**config.mk**
```make
export PLATFORM = sky130hd
export DESIGN_NAME = pf_stream_table
export DESIGN_NICKNAME = d
export VERILOG_FILES = /design/src/rtl/pf_stream_pkg.sv /design/src/rtl/pf_victim_sel.sv /design/src/rtl/pf_member_match.sv /design/src/rtl/pf_stream_table.sv
export SDC_FILE = /design/constraint.sdc
export NUM_CORES = 2
export LEC_CHECK = 0
export BUFFER_PORTS_ARGS = -buffer_cell sky130_fd_sc_hd__buf_2
export CORE_MARGIN = 3
export CORE_UTILIZATION = 30
export CTS_CLUSTER_SIZE = 28
export DETAILED_ROUTE_END_ITERATION = 6
export GPL_ROUTABILITY_DRIVEN = 0
export PLACE_DENSITY = 0.47
export SLEW_MARGIN = 20
export SYNTH_ARGS = -nofsm -noshare
export SYNTH_HDL_FRONTEND = slang
export SYNTH_SLANG_ARGS = --single-unit
```
**constraint.sdc**
```tcl
create_clock -name clk -period 16.8 [get_ports clk]
set_input_delay 2.52 -clock clk [delete_from_list [all_inputs] [get_ports clk]]
set_output_delay 2.52 -clock clk [all_outputs]
set_load 0.005 [all_outputs]
```
**src/rtl/pf_stream_pkg.sv**
```systemverilog
// Package: shared sequencing state for the stride stream table.
// Assumes nothing beyond IEEE 1800-2017 enum support.
package pf_stream_pkg;

    // Sequencer state: idle, page check for the next candidate, present request.
    typedef enum logic [1:0] {
        SEQ_IDLE  = 2'd0,
        SEQ_CHECK = 2'd1,
        SEQ_SEND  = 2'd2
    } seq_state_e;

endpackage

```
**src/rtl/pf_victim_sel.sv**
```systemverilog
// Module: pf_victim_sel
// Picks the entry that an allocation overwrites. The lowest-numbered invalid
// entry wins. If none is invalid, the entry with the smallest use time wins,
// and the lower index wins a tie.
// Assumes use times are monotonic (the counter does not wrap within a run).
module pf_victim_sel #(
    parameter int N      = 4,
    parameter int TIME_W = 32,
    parameter int IDX_W  = 2
) (
    input  logic [N-1:0]             valid_vec,
    input  logic [N-1:0][TIME_W-1:0] use_time,
    output logic [IDX_W-1:0]         victim
);

    logic [IDX_W-1:0]  inv_idx;
    logic              any_inv;
    logic [IDX_W-1:0]  lru_idx;
    logic [TIME_W-1:0] lru_time;

    // Lowest-numbered invalid entry, scanned from the top down.
    always_comb begin
        inv_idx = '0;
        any_inv = 1'b0;
        for (int i = N - 1; i >= 0; i--) begin
            if (!valid_vec[i]) begin
                inv_idx = IDX_W'(i);
                any_inv = 1'b1;
            end
        end
    end

    // Oldest use time; a strict compare keeps the lower index on ties.
    always_comb begin
        lru_idx  = '0;
        lru_time = use_time[0];
        for (int i = 1; i < N; i++) begin
            if (use_time[i] < lru_time) begin
                lru_time = use_time[i];
                lru_idx  = IDX_W'(i);
            end
        end
    end

    // Invalid entries take precedence over the LRU choice.
    always_comb begin
        victim = any_inv ? inv_idx : lru_idx;
    end

endmodule

```
**src/rtl/pf_member_match.sv**
```systemverilog
// Module: pf_member_match
// Tells whether a line lies in the trailing window of any valid stream. The
// window is the stream address minus j*stride for j = 0..DEPTH-1. Reports the
// lowest matching index.
// Assumes DEPTH is small (at most 8), so the subtract chain stays short.
module pf_member_match #(
    parameter int N        = 4,
    parameter int DEPTH    = 1,
    parameter int LINE_W   = 32,
    parameter int STRIDE_W = 8,
    parameter int IDX_W    = 2
) (
    input  logic [N-1:0]               valid_vec,
    input  logic [N-1:0][LINE_W-1:0]   addr_vec,
    input  logic [N-1:0][STRIDE_W-1:0] stride_vec,
    input  logic [LINE_W-1:0]          line,
    output logic                       hit,
    output logic [IDX_W-1:0]           idx
);

    logic [N-1:0] per_hit;

    for (genvar g = 0; g < N; g++) begin : g_stream
        logic [LINE_W-1:0] step;
        logic [LINE_W-1:0] acc;
        logic              m;

        // Walk back across the window by repeated subtraction of the stride.
        always_comb begin
            step = {{(LINE_W - STRIDE_W){stride_vec[g][STRIDE_W-1]}}, stride_vec[g]};
            acc  = addr_vec[g];
            m    = 1'b0;
            for (int j = 0; j < DEPTH; j++) begin
                if (acc == line) m = 1'b1;
                acc = acc - step;
            end
        end

        assign per_hit[g] = valid_vec[g] & m;
    end

    // Priority encode: the lowest-indexed matching stream wins.
    always_comb begin
        hit = 1'b0;
        idx = '0;
        for (int i = N - 1; i >= 0; i--) begin
            if (per_hit[i]) begin
                hit = 1'b1;
                idx = IDX_W'(i);
            end
        end
    end

endmodule

```
**src/rtl/pf_stream_table.sv**
```systemverilog
// Module: pf_stream_table (top)
// Holds NUM_STREAMS stride streams. An allocation claims a victim entry and
// sends a burst of startup prefetches. A hit on a member line advances that
// stream by one stride and sends one prefetch. A page check runs one cycle
// before each request is presented. A combinational probe reports membership.
// Assumes cross_en changes only while busy is low, and that PAGE_LINES is a
// power of two smaller than 2**LINE_W.
module pf_stream_table
    import pf_stream_pkg::*;
#(
    parameter int NUM_STREAMS = 4,
    parameter int START_PF    = 1,
    parameter int LINE_W      = 32,
    parameter int STRIDE_W    = 8,
    parameter int PAGE_LINES  = 64,
    parameter int TIME_W      = 32,
    localparam int IDX_W      = (NUM_STREAMS > 1) ? $clog2(NUM_STREAMS) : 1
) (
    input  logic                clk,
    input  logic                rst_n,
    input  logic                cross_en,
    input  logic                alloc_valid,
    input  logic [LINE_W-1:0]   alloc_line,
    input  logic [STRIDE_W-1:0] alloc_stride,
    input  logic                hit_valid,
    input  logic [LINE_W-1:0]   hit_line,
    input  logic [LINE_W-1:0]   probe_line,
    output logic                probe_hit,
    output logic [IDX_W-1:0]    probe_idx,
    output logic                busy,
    output logic                pf_valid,
    input  logic                pf_ready,
    output logic [LINE_W-1:0]   pf_line
);

    localparam int SPF        = (START_PF > 8) ? 8 : ((START_PF < 1) ? 1 : START_PF);
    localparam int CNT_W      = $clog2(SPF + 1);
    localparam int PAGE_SHIFT = $clog2(PAGE_LINES);
    localparam int PAGE_W     = LINE_W - PAGE_SHIFT;

    // Stream table storage.
    logic [NUM_STREAMS-1:0]               ent_valid;
    logic [NUM_STREAMS-1:0][LINE_W-1:0]   ent_addr;
    logic [NUM_STREAMS-1:0][STRIDE_W-1:0] ent_stride;
    logic [NUM_STREAMS-1:0][TIME_W-1:0]   ent_time;

    // Sequencer state.
    seq_state_e        state;
    logic [IDX_W-1:0]  cur_idx;
    logic [LINE_W-1:0] cand;
    logic [PAGE_W-1:0] ref_page;
    logic [CNT_W-1:0]  remain;
    logic [TIME_W-1:0] now;

    logic [IDX_W-1:0]  victim;
    logic              hm_hit;
    logic [IDX_W-1:0]  hm_idx;
    logic              page_blocked;
    logic [LINE_W-1:0] alloc_step;
    logic [LINE_W-1:0] hit_step;
    logic [LINE_W-1:0] cur_step;

    pf_victim_sel #(
        .N      (NUM_STREAMS),
        .TIME_W (TIME_W),
        .IDX_W  (IDX_W)
    ) u_victim (
        .valid_vec (ent_valid),
        .use_time  (ent_time),
        .victim    (victim)
    );

    pf_member_match #(
        .N        (NUM_STREAMS),
        .DEPTH    (SPF),
        .LINE_W   (LINE_W),
        .STRIDE_W (STRIDE_W),
        .IDX_W    (IDX_W)
    ) u_hit_match (
        .valid_vec  (ent_valid),
        .addr_vec   (ent_addr),
        .stride_vec (ent_stride),
        .line       (hit_line),
        .hit        (hm_hit),
        .idx        (hm_idx)
    );

    pf_member_match #(
        .N        (NUM_STREAMS),
        .DEPTH    (SPF),
        .LINE_W   (LINE_W),
        .STRIDE_W (STRIDE_W),
        .IDX_W    (IDX_W)
    ) u_probe_match (
        .valid_vec  (ent_valid),
        .addr_vec   (ent_addr),
        .stride_vec (ent_stride),
        .line       (probe_line),
        .hit        (probe_hit),
        .idx        (probe_idx)
    );

    // Sign-extend the strides that can feed the next candidate.
    always_comb begin
        alloc_step = {{(LINE_W - STRIDE_W){alloc_stride[STRIDE_W-1]}}, alloc_stride};
        hit_step   = {{(LINE_W - STRIDE_W){ent_stride[hm_idx][STRIDE_W-1]}}, ent_stride[hm_idx]};
        cur_step   = {{(LINE_W - STRIDE_W){ent_stride[cur_idx][STRIDE_W-1]}}, ent_stride[cur_idx]};
    end

    // Page test of the pending candidate against the reference page.
    always_comb begin
        page_blocked = !cross_en && (cand[LINE_W-1:PAGE_SHIFT] != ref_page);
    end

    // Request port and busy flag, decoded from the state.
    always_comb begin
        pf_valid = (state == SEQ_SEND);
        pf_line  = cand;
        busy     = (state != SEQ_IDLE);
    end

    // Free-running use-time counter.
    always_ff @(posedge clk) begin
        if (!rst_n) now <= '0;
        else        now <= now + 1'b1;
    end

    // Command acceptance, page checks, prefetch sequencing and entry updates.
    always_ff @(posedge clk) begin
        if (!rst_n) begin
            state      <= SEQ_IDLE;
            ent_valid  <= '0;
            ent_addr   <= '0;
            ent_stride <= '0;
            ent_time   <= '0;
            cur_idx    <= '0;
            cand       <= '0;
            ref_page   <= '0;
            remain     <= '0;
        end else begin
            case (state)
                SEQ_IDLE: begin
                    if (alloc_valid) begin
                        ent_valid[victim]  <= 1'b1;
                        ent_addr[victim]   <= alloc_line;
                        ent_stride[victim] <= alloc_stride;
                        ent_time[victim]   <= now;
                        cur_idx            <= victim;
                        cand               <= alloc_line + alloc_step;
                        ref_page           <= alloc_line[LINE_W-1:PAGE_SHIFT];
                        remain             <= CNT_W'(SPF);
                        state              <= SEQ_CHECK;
                    end else if (hit_valid && hm_hit) begin
                        ent_time[hm_idx] <= now;
                        cur_idx          <= hm_idx;
                        cand             <= ent_addr[hm_idx] + hit_step;
                        ref_page         <= ent_addr[hm_idx][LINE_W-1:PAGE_SHIFT];
                        remain           <= CNT_W'(1);
                        state            <= SEQ_CHECK;
                    end
                end
                SEQ_CHECK: begin
                    if (page_blocked) begin
                        ent_valid[cur_idx] <= 1'b0;
                        state              <= SEQ_IDLE;
                    end else begin
                        state <= SEQ_SEND;
                    end
                end
                SEQ_SEND: begin
                    if (pf_ready) begin
                        ent_addr[cur_idx] <= cand;
                        if (remain == CNT_W'(1)) begin
                            state <= SEQ_IDLE;
                        end else begin
                            remain <= remain - 1'b1;
                            cand   <= cand + cur_step;
                            state  <= SEQ_CHECK;
                        end
                    end
                end
                default: state <= SEQ_IDLE;
            endcase
        end
    end

endmodule

```
==> Word-level counts from Yosys, hierarchy flattened <==
Cells that the tools add are included.
Widths: inputs -> output; s select.
{ "word_totals": {"reg_bits": 387, "word_cells": 167} }
{ "classes": {"add_sub_neg": 5, "n_lt_le_gt_ge": 9, "eq_ne": 16, "n_mux": 89, "bitwise": 11, "reduce_logical": 18} }
{ "ops": {"columns": ["operator", "n"], "rows": [
  ["$bwmux 128", 4],
  ["$mux 128", 4],
  ["$mux 32", 10],
  ["$eq 32x32->1", 8],
  ["$pmux 128 s2", 1],
  ["$demux 32 s2", 3],
  ["$add 32x32->32", 3],
  ["$lt 32x32->1", 3],
  ["$bmux 32 s2", 1],
  ["$pmux 32 s2", 1],
  ["$mux 26", 2],
  ["$mux 2", 21],
  ["$add 32x1->32 const B", 1],
  ["$bmux 8 s2", 2],
  ["$bwmux 32", 1],
  ["$mux 1", 28],
  ["$ne 26x26->1", 1],
  ["$mux 8", 3],
  ["$demux 8 s2", 1],
  ["$lt 2x3->1 const B", 3],
  ["$reduce_and 3->1", 3],
  ["$and 1x1->1", 8],
  ["$mux 4", 2],
  ["$pmux 4 s2", 1],
  ["other kinds (19)", 33]
]} }

==> Depth between registers and ports, before layout <==
{ "logic_depth": {"ltp_word": 14, "depth_mapped": 36, "depth_no_buf": 30} }

==> By module <==
Synthesis repeated with hierarchy kept, for this count alone.
{ "hier_totals": {"hier_cells": 3424, "hier_area_um2": 27625.2} }
{ "modules_own_cells": {"columns": ["module", "instances", "cells_each", "area_each_um2", "seq_area_each_um2"], "rows": [
  ["pf_stream_table", 1, 2626, 21420.5, 7747.4],
  ["pf_victim_sel", 1, 428, 3246.9, 0.0],
  ["pf_member_match", 2, 185, 1478.9, 0.0]
]} }

==> Worst setup path after synthesis <==
No wires, ideal clock.
{ "synth_path": {"path_kind": "register to register", "startpoint": "register ent_time[31] in the netlist's numbering", "endpoint": "register ent_addr[66] in the netlist's numbering", "setup_time_ns": 0.067, "t_arrival_ns": 7.668, "slack_ns": 9.065, "stages_incl_launch_ff": 35, "synth_period_minus_slack_ns": 7.735, "cell_sequence": "dfxtp_1 inv_1 ha_1 nand4_1 nor3_1 and4_1 o21a_1 or2_0 clkbuf_1 buf_1 mux2i_1 ha_1 or4_1 a21oi_1 o21ai_1 and3_1 nor3_1 nand2_1 a21oi_1 clkbuf_1 mux2_2 ha_1 nand4_1 nor4_1 nand4_1 or4_1 or2_0 a211oi_2 a31oi_4 or3_1 buf_2 and2_1 buf_6 buf_6 a21oi_2"} }
{ "synth_between": {"elab_chain_cells": 14, "elab_cells_between_ends": 17} }
{ "synth_rtl": {"columns": ["item", "line_no", "text"], "rows": [
  ["start, declared", "pf_stream_table.sv:45", "logic [NUM_STREAMS-1:0][TIME_W-1:0] ent_time;"],
  ["start signal, assigned by index", "pf_stream_table.sv:147", "ent_time[victim] <= now;"],
  ["start signal, assigned by index", "pf_stream_table.sv:154", "ent_time[hm_idx] <= now;"],
  ["$lt 32x32->1", "pf_victim_sel.sv:38", "if (use_time[i] < lru_time) begin"],
  ["$mux 32", "pf_victim_sel.sv:38", null],
  ["$lt 32x32->1", "pf_victim_sel.sv:38", null],
  ["$mux 32", "pf_victim_sel.sv:38", null],
  ["$lt 32x32->1", "pf_victim_sel.sv:38", null],
  ["$mux 2 *", "pf_victim_sel.sv:38", null],
  ["$mux 2 *", "pf_victim_sel.sv:47", "victim = any_inv ? inv_idx : lru_idx;"],
  ["$lt 2x3->1 (not written as such) or $ge 2x1->1 (tied branches)", "pf_stream_table.sv:145", "ent_addr[victim] <= alloc_line;"],
  ["$logic_and 1x1->1 (not written as such)", "pf_stream_table.sv:145", null],
  ["$mux 32 (not written as such)", "pf_stream_table.sv:145", null],
  ["$demux 32 s2 *", "pf_stream_table.sv:145", null],
  ["$bwmux 128 *", "pf_stream_table.sv:145", null],
  ["$mux 128 *", "pf_stream_table.sv:143", "if (alloc_valid) begin"],
  ["$pmux 128 s2 *", "pf_stream_table.sv:141", "case (state)"],
  ["end signal, assigned by index", "pf_stream_table.sv:145", null],
  ["end signal, assigned by index", "pf_stream_table.sv:172", "ent_addr[cur_idx] <= cand;"],
  ["end, declared", "pf_stream_table.sv:43", "logic [NUM_STREAMS-1:0][LINE_W-1:0] ent_addr;"]
]} }
Every way passes the cells marked *; elsewhere a longest branch is shown, timed or not. The select of a mux whose other input is x is not followed.
A chain may end at the register's enable or synchronous reset.

==> Final worst setup path <==
{ "layout_path": {"startpoint": "register ent_time[27] in the netlist's numbering", "endpoint": "register ent_addr[100] in the netlist's numbering"} }
Same word-level chain as after synthesis.

==> flow_summary_export.csv <==
group,metric,value,unit
outcome,status,"finished with violations",
outcome,violations,"DRC",
placed_design,portBuffers,146,
synth,synth_top_area_share,27.78,%
floorplan,fp.dieH,310.9,um
critical_path,r2r_slack,6990,ps
global_route,grt_max_degree,171,
final_layout,seq_area,7747,um2
synth,yosys-top-cells-area,"dfxtp_1 (28%), ha_1 (8.4%), mux2i_1 (7.0%)",
timing,setup_viol,0,
timing,grt_setup_unrepaired,"false",
detailed_routing,wirelength,116300,um
synth,netlist_instances,3341,
clock_network,hold_buffers,0,
timing,hold_violations,0,
clock_network,clkSinkCount,387,
detailed_routing,vias,25930,
clock_network,h-tree-depth,2,
critical_path,critPathBufInv,3,
critical_path,critical_path_required,17260,ps
clock_network,clk_pin_slew,60,ps
detailed_routing,drc,9,
synth,ys_ff_latch,387,
pwr,vdd_ir_drop_max,0.07208,mV
timing,skew,33.73,ps
synth,syn_area,27890,um2
synth,yosysMostFrequentCell,"dfxtp_1",
critical_path,path_class,"reg -> reg",
critical_path,crit_path_top_delay_cell,"or2_2",
final_layout,multi_input_area,18620,um2
timing,tightest_slew,1190,ps
synth,synth_seq_area_share,27.78,%
detailed_routing,ant_nets,0,
clock_network,numCtsBuffers,49,
global_route,grt.overflow.total,0,
synth,synth.distinct_cells,79,
pwr,p_leak,12.78,nW
detailed_routing,drtPass1Iterations,7,
synth,synth-edff-count,0,
critical_path,worstSetupEndpointType,"flip-flop",
floorplan,die_area,96670,um2
synth,synthArstFlopShare,0,%
synth,synth_ff_type,"dfxtp_1",
synth,syn_nets,3641,
detailed_routing,wl_per_cell,24.99,um
global_route,grt_usage,23.10,%
timing,tns,0,ps
synth,ys_warn_count,0,
placed_design,dp_hpwl,85650,um
global_route,grt_pass1_wl,170400,um
final_layout,area_delta_synth_final,12.75,%
timing,period_needed,9815,ps
synth,synth_common_cells,"dfxtp_1 (387), nand2_1 (296), xnor2_1 (215)",
synth,syn_avg_cell_area,8.348,um2
floorplan,core-area,91940,um2
clock_network,cts_root_buf,"clkbuf_16",
global_route,antenna_found_initial,18,
critical_path,slowest_delay,870,ps
worst_hold_path,hold_class,"reg -> reg",
final_layout,drive_gt1_share,12.89,%
clock_network,cts_resized,0,
timing,slew_headroom,19.84,%
floorplan,die_w,310.9,um
final_layout,final_core_util,34.21,%
timing,fmax,0.1019,GHz
critical_path,cp_max_fo,34,
clock_network,clockBufferDepth,3,
synth,yosys.area.top_type,"dfxtp_1",
timing,drv_slew,0,
critical_path,crit_family,"simple AND/OR/NAND/NOR gates",
detailed_routing,vias_per_cell,5.571,
clock_network,cts_tree,"yes",
floorplan,row_count,111,
timing,hold_ws,460.3,ps
floorplan,start_util,30.34,%
global_route,grt_pass1_vias,24780,
floorplan,pin_count,147,
clock_network,post_cts_buffers,0,
detailed_routing,drtIter0Drc,2744,
clock_network,worstSkewPairLatency,630,ps
timing,period_share,58.42,%
final_layout,n_fill_cell,9749,
final_layout,layout.nets,3670,
pwr,powerDensity,86.72,nW/um2
critical_path,arrival,10270,ps
run,drv_cap,0,
critical_path,critPathLaunchType,"flip-flop",
-- power by group --
group          switching [W]  total [W]  internal, W
sequential         0.0000828    0.00103     0.000952
clock               0.000457    0.00110     0.000646
combinational       0.000367   0.000590     0.000222
-- routing by layer --
metal	track usage (%)	vias to the layer above	wire length [um]	share of wire, %
met4	6.762	6	3582	3.1
met5	0	-	37	0.032
li1	-	12190	-	-
met1	31.81	12560	51850	45
met2	36.20	982	51340	44
met3	4.955	194	9507	8.2
-- through the flow --
stage,std cells,power [W],instance area [um2],worst slack [ps]
6_report,4655,0.002727,31450,6985
5_1_grt,4651,0.002835,31440,6314
4_1_cts,4648,0.002740,31410,6449
3_5_place_dp,4561,0.001628,29750,6536
3_3_place_gp,4561,0.001630,29750,6708
2_1_floorplan,3341,0.001392,27890,9065
-- layout by cell type, fill, tap and decap left out, types with 17 or more instances in the layout --
master     Yosys  final
nor2b_1       17     17
nor2_1       168    166
inv_1        212    210
nor3_1       129    129
a211oi_1      69     69
mux2i_1      195    195
a222oi_1      37     37
dfxtp_1      387    387
and3_1        23     23
o211ai_1      42     42
or3_1         23     22
clkbuf_16      0     49
buf_2         11    144
a31oi_1       23     21
xor2_1       158    158
buf_4          6     37
a21oi_2       30     30
mux2_2        31     31
o21a_1        28     28
xnor2_1      215    215
nand2_1      296    292
o21ai_0      128    125
nand3_1       41     39
ha_1         187    187
nor4_1        41     41
nand4_1       68     68
o221a_2       61     61
a21o_1        57     57
nand2b_1      50     50
o221ai_1      68     68
a21oi_1      194    192
-- flip-flops by register name (all words and copies together) (netlist names) --
signal / cells
cur_idx: 2
ent_addr: 128
ent_stride: 32
ent_time: 128
ent_valid: 4
now: 32
pf_line: 32
ref_page: 26
remain: 1
state: 2
-- layout make-up --
class                           instances  share of cell area, %
Multi-Input combinational cell       2536                  59.20
Timing Repair Buffer                  184                  3.370
Tap cell                             1243                  4.945
Clock inverter                         17                 0.7838
Inverter                              212                  2.546
Clock buffer                           70                  4.468
Antenna cell                            6                0.04774
Sequential cell                       387                  24.63
-- kinds of logic (layout without fill, tap and decap cells) --
group                      Yosys count  after routing  synth area share (%)
other                                0              6                     0
xor gates and xnor gates           373            373                 11.71
adders and majority gates          190            190                 8.604
buffers and inverters              418            483                 5.944
and+or+nand+nor                    911            911                 15.74
DFF                                387            387                 27.78
muxes                              234            234                 8.896
AOI/OAI and AO/OA                  828            828                 21.33
-- final timing paths --
| path | startpoint | endpoint | cells past startpoint |
|---|---|---|---|
| hold reg to reg | now[0] | now[0] | 1 |
| hold / removal | now[0] | now[0] | 1 |
| setup / recovery | ent_time[27] | ent_addr[100] | 30 |
| setup reg to reg | ent_time[27] | ent_addr[100] | 30 |
(Power assumes the default switching activity.)
